$ cat src/rtl/amp_fault_pkg.sv
package amp_fault_pkg;
  localparam int SYNC_STAGES = 2;
  localparam int NUM_STICKY  = 3;
  localparam int NUM_SUPPLY  = 2;
  localparam int CAUSE_W     = $clog2(NUM_STICKY + 1);
  localparam int STATUS_W    = CAUSE_W + NUM_STICKY + NUM_SUPPLY;

  typedef enum logic [CAUSE_W-1:0] {
    CAUSE_NONE = 2'd0,
    CAUSE_OC   = 2'd1,
    CAUSE_OT   = 2'd2,
    CAUSE_DC   = 2'd3
  } cause_t;
endpackage

$ cat src/rtl/flag_sync.sv
module flag_sync #(
  parameter int W      = 1,
  parameter int STAGES = 2
) (
  input  logic         clk,
  input  logic         rst_n,
  input  logic [W-1:0] d,
  output logic [W-1:0] q
);
  localparam int LAST = STAGES - 1;

  logic [W-1:0] stage [STAGES];

  always_ff @(posedge clk or negedge rst_n) begin
    if (!rst_n) begin
      for (int i = 0; i < STAGES; i++) stage[i] <= '0;
    end else begin
      stage[0] <= d;
      for (int i = 1; i < STAGES; i++) stage[i] <= stage[i-1];
    end
  end

  assign q = stage[LAST];
endmodule

$ cat src/rtl/sticky_fault_latch.sv
module sticky_fault_latch
  import amp_fault_pkg::*;
(
  input  logic                  clk,
  input  logic                  rst_n,
  input  logic                  run,
  input  logic [NUM_STICKY-1:0] cond,
  output logic [NUM_STICKY-1:0] held,
  output cause_t                first
);
  logic [NUM_STICKY-1:0] held_nxt;
  cause_t                pick;

  // lowest index has priority: overcurrent, then overtemperature, then DC
  always_comb begin
    pick = CAUSE_NONE;
    for (int i = NUM_STICKY - 1; i >= 0; i--) begin
      if (cond[i]) pick = cause_t'(i + 1);
    end
  end

  always_comb begin
    held_nxt = run ? (held | cond) : '0;
  end

  always_ff @(posedge clk or negedge rst_n) begin
    if (!rst_n) begin
      held  <= '0;
      first <= CAUSE_NONE;
    end else begin
      held <= held_nxt;
      if (!run)                      first <= CAUSE_NONE;
      else if (first == CAUSE_NONE)  first <= pick;
    end
  end

  // a held fault stays held while running
  assert_sticky_hold_R1: assert property (@(posedge clk) disable iff (!rst_n)
    (run && (|held)) |=> (|held));

  // shutdown level wipes every held fault
  assert_shutdown_clears_R3: assert property (@(posedge clk) disable iff (!rst_n)
    (!run) |=> (held == '0) && (first == CAUSE_NONE));

  // first cause does not move while running
  assert_first_stable_R7: assert property (@(posedge clk) disable iff (!rst_n)
    (run && first != CAUSE_NONE) |=> $stable(first));
endmodule

$ cat src/rtl/amp_fault_supervisor.sv
module amp_fault_supervisor
  import amp_fault_pkg::*;
(
  input  logic                clk,
  input  logic                rst_n,
  input  logic                run_req,
  input  logic                oc_flag,
  input  logic                ot_flag,
  input  logic                dc_flag,
  input  logic                uv_flag,
  input  logic                ov_flag,
  output logic                out_en,
  output logic                fault_n,
  output logic [STATUS_W-1:0] status
);
  localparam int SYNC_W = 1 + NUM_STICKY + NUM_SUPPLY;

  logic [SYNC_W-1:0]     raw_vec, syn_vec;
  logic                  run_s;
  logic [NUM_STICKY-1:0] sticky_s, held;
  logic [NUM_SUPPLY-1:0] supply_s;
  cause_t                first;

  assign raw_vec = {run_req, oc_flag, ot_flag, dc_flag, uv_flag, ov_flag};

  flag_sync #(.W(SYNC_W), .STAGES(SYNC_STAGES)) u_sync (
    .clk   (clk),
    .rst_n (rst_n),
    .d     (raw_vec),
    .q     (syn_vec)
  );

  assign run_s    = syn_vec[SYNC_W-1];
  // bit 0 of sticky_s is overcurrent (highest priority)
  assign sticky_s = {syn_vec[NUM_SUPPLY], syn_vec[NUM_SUPPLY+1], syn_vec[NUM_SUPPLY+2]};
  assign supply_s = syn_vec[NUM_SUPPLY-1:0];

  sticky_fault_latch u_latch (
    .clk   (clk),
    .rst_n (rst_n),
    .run   (run_s),
    .cond  (sticky_s),
    .held  (held),
    .first (first)
  );

  assign fault_n = ~(|held);
  assign out_en  = run_s & ~(|held) & ~(|sticky_s) & ~(|supply_s);
  assign status  = {first, held[0], held[1], held[2], supply_s};

  // supply faults never touch the indicator while running clean
  assert_supply_no_flag_R2: assert property (@(posedge clk) disable iff (!rst_n)
    (run_s && (|supply_s) && !(|sticky_s) && fault_n) |=> fault_n);

  // a live supply fault keeps the bridge off
  assert_supply_blocks_R2: assert property (@(posedge clk) disable iff (!rst_n)
    (|supply_s) |-> !out_en);

  // drive never coexists with a pulled-down indicator
  assert_en_implies_clean_R5: assert property (@(posedge clk) disable iff (!rst_n)
    out_en |-> fault_n);

  // a sticky condition seen while running sets the indicator next clock
  assert_resets_R6: assert property (@(posedge clk) disable iff (!rst_n)
    (run_s && (|sticky_s)) |=> !fault_n);

  // shutdown keeps the bridge off
  assert_shutdown_mutes_R4: assert property (@(posedge clk) disable iff (!rst_n)
    (!run_s) |-> !out_en);
endmodule

$ cat config.mk
export PLATFORM = sky130hd
export DESIGN_NAME = amp_fault_supervisor
export DESIGN_NICKNAME = d
export VERILOG_FILES = /design/src/rtl/amp_fault_pkg.sv /design/src/rtl/flag_sync.sv /design/src/rtl/sticky_fault_latch.sv /design/src/rtl/amp_fault_supervisor.sv
export SDC_FILE = /design/constraint.sdc
export NUM_CORES = 1
export LEC_CHECK = 0
export BUFFER_PORTS_ARGS = -buffer_cell sky130_fd_sc_hd__buf_2
export CORE_MARGIN = 2
export CORE_UTILIZATION = 41
export DETAILED_ROUTE_END_ITERATION = 16
export PLACE_DENSITY = 0.79
export SLEW_MARGIN = 10
export SYNTH_ARGS = -nofsm -noshare
export SYNTH_HDL_FRONTEND = slang
export SYNTH_HIERARCHICAL = 1
export SYNTH_SLANG_ARGS = --single-unit
$ cat constraint.sdc
create_clock -name clk -period 1.2 [get_ports clk]
set_input_delay 0.3 -clock clk [delete_from_list [all_inputs] [get_ports clk]]
set_output_delay 0.3 -clock clk [all_outputs]
set_load 0.1 [all_outputs]
==> run_results.csv <==
group,metric,value,unit
run_status,status,"finished, violations left",
run_status,violations,"negative setup slack",
logic_synthesis,yosysTopAreaCellShare,76.23,%
timing,timing.hold.ws,0.1197,ns
route,drc,0,
timing,clock-skew-final,0.004437,ns
logic_synthesis,ys_ff_latch,17,
critical_path,setup.worst_path.start_class,"flop",
global_route,grt_pass1_wl,1.407,mm
clock_network,cts.htree.levels,1,
placement,gp_congestion,0.7089,
clock_network,clock_latency,0.28,ns
timing,tightest_slew,0.3528,ns
cells_and_area,stdcell_count,79,
placement,portBuffers,16,
cells_and_area,regArea,436.7,µm²
route,finalWirelength,942,µm
power_and_ir_drop,internal_power,879.3,µW
timing,setup_ws,-0.5172,ns
logic_synthesis,yosysWarnings,6,
cells_and_area,most-common-layout-cells,"12 x dfrtp_1, 9 x buf_12, 8 x buf_4, 7 x buf_2",
cells_and_area,multi_input_area,100.1,µm²
floorplan,core.rowCount,13,
clock_network,clkTransAtPathRegs,0.09,ns
clock_network,cts.sinks,17,
power_and_ir_drop,peakVddDrop,0.0008954,V
global_route,grt_start_max_net_pins,18,
route,first_pass_iters,2,
power_and_ir_drop,p_leak,0.4256,nW
route,num_vias,364,
power_and_ir_drop,combPwrFrac,26.7,%
clock_network,clock_path_buffers,2,
logic_synthesis,synth.distinct_cells,11,
route,first_iter_violations,2,
route,antenna_left,0,
logic_synthesis,yosysTopAreaCell,"dfrtp_1",
floorplan,die_area,0.001672,mm²
critical_path,critPathArrivalTime,1.42,ns
critical_path,critPathMaxFanout,2,
power_and_ir_drop,pwr-share-seq,50.3,%
timing,grt_setup_unrepaired,"true",
clock_network,numCtsBuffers,3,
logic_synthesis,syn_area,558.0,µm²
placement,dpl.cell_count,71,
route,via_per_inst,4.608,
placement,pre_cts_ws,-0.2408,ns
power_and_ir_drop,p_switching,382.9,µW
cells_and_area,antenna_cells,0,
route,wire_per_inst,11.92,µm
floorplan,die_y,40.89,µm
cells_and_area,nNetsFinal,73,
cells_and_area,fin_util,72.15,%
logic_synthesis,syn_area_per_cell,15.50,µm²
logic_synthesis,synth.top_cells.by_area,"dfrtp_1 76%, buf_4 8.1%, o21a_1 6.7%",
clock_network,clock-root-buffer,"clkbuf_4",
power_and_ir_drop,p_total,1.262,mW
floorplan,core_area,0.001285,mm²
logic_synthesis,syn-instance-count,36,
cells_and_area,nFillCells,87,
min_path,worstHoldPathType,"primary input to flop",
timing,min_period_over_period,143.1,%
global_route,grt_pass1_vias,360,
cells_and_area,syn2layout_area_growth,66.14,%
timing,fmax,0.5823,GHz
clock_network,cts_tree,"done",
logic_synthesis,yosysSeqAreaShare,76.23,%
timing,slew_viol_final,0,
job,drv_cap,0,
cells_and_area,drive_gt1_share,62.50,%
timing,period_needed,1.717,ns
power_and_ir_drop,power.density,1361,mW/mm²
global_route,grt_remaining_overflow,0,
floorplan,chipWidth,40.89,µm
timing,maxSlewHeadroom,76.48,%
floorplan,ios,17,
power_and_ir_drop,p_clk_share,22.9,%
logic_synthesis,synthesis.nets,44,
floorplan,initial_core_util,43.43,%
power_and_ir_drop,netSwitchingFraction,30.34,%
critical_path,critical_path_required,0.90,ns
cells_and_area,layout_commonest_cell,"dfrtp_1",
global_route,grt_usage,13.87,%
timing,setup_viol,7,
global_route,antenna_found_initial,0,
critical_path,endpoint_kind,"primary output",
timing,finalHoldViolations,0,
critical_path,worstSetupPathType,"flop to primary output",
worst max-delay path, cell delays in order, from the launching register on:
cell and delay, ns:
dfrtp_4 0.50, nor3_4 0.19, and4b_4 0.28, buf_12 0.17
metrics by stage:
step           TNS (ns)  cell area, µm²
4_1_cts          -1.564           915.9
6_report         -1.589           927.1
3_5_place_dp    -0.3345           843.3
3_3_place_gp    -0.2662           843.3
2_1_floorplan    -1.756           579.3
5_1_grt          -1.818           927.1
logic make-up after synthesis:
logic type,count (synthesis),share of synthesized area (%)
buf+inv,7,8.743
flops,17,76.23
simple gates,6,7.399
compound gates,6,7.623
final cells by class:
| type | instances | area share, % |
|---|---|---|
| multi-input cells | 12 | 10.80 |
| flip-flops and latches | 17 | 47.10 |
| inverters | 1 | 0.4049 |
| well taps | 15 | 2.024 |
| clock buffers | 4 | 2.834 |
| repair buffers | 30 | 36.84 |
power groups by stage:
stage,Sequential (mW),Combinational (mW),Clock (mW)
after floorplan,0.731,0.0916,0
after global placement,0.643,0.311,0
after detailed placement,0.646,0.317,0
after CTS,0.636,0.334,0.298
after global routing,0.639,0.353,0.312
final,0.635,0.338,0.289
final timing paths:
check | to | startpoint | slack [ns] | cells past startpoint
hold / removal | u_sync/stage[10] | oc_flag | 0.12 | 1
max in group asynchronous | u_latch/held[2] | rst_n | 0.46 | 2
min in group asynchronous | u_sync/stage[11] | rst_n | 0.45 | 2
setup reg to reg | u_latch/held[2] | u_latch/held[2] | 0.19 | 3
hold reg to reg | u_sync/q[5] | u_sync/stage[11] | 0.35 | 0
setup / recovery | out_en | u_latch/held[2] | -0.52 | 3
what timing repair did:
action,4_1_cts,5_1_grt
endpoints found under the setup margin,9,7
buffers inserted,2,2
gates cloned,0,0
endpoints found under the hold margin,17,0
hold buffers,1,0
pin swaps,2,2
gates resized for setup,5,1
cell usage after synthesis:
master and n:
nor3_1 1, nor4_1 1, a21oi_1 1, buf_4 6, nor2_1 1, nor3_2 1, o21a_1 5, inv_1 1
nand2b_1 1, and4b_1 1, dfrtp_1 17
per-layer routing:
layer | global-route usage (%) | routed length, µm | vias up
met1 | 12.77 | 345 | 177
met2 | 28.13 | 550 | 16
met4 | 7.500 | 0 | 0
li1 | - | - | 171
met5 | 0 | 0 | -
met3 | 1.630 | 46 | 0
flip-flops by register name, indices dropped and copies added (netlist names):
register and flops:
u_latch/first 2, u_sync/q 6, u_latch/held 3, u_sync/stage 6
Note: power is estimated with default switching activity, not from simulation.
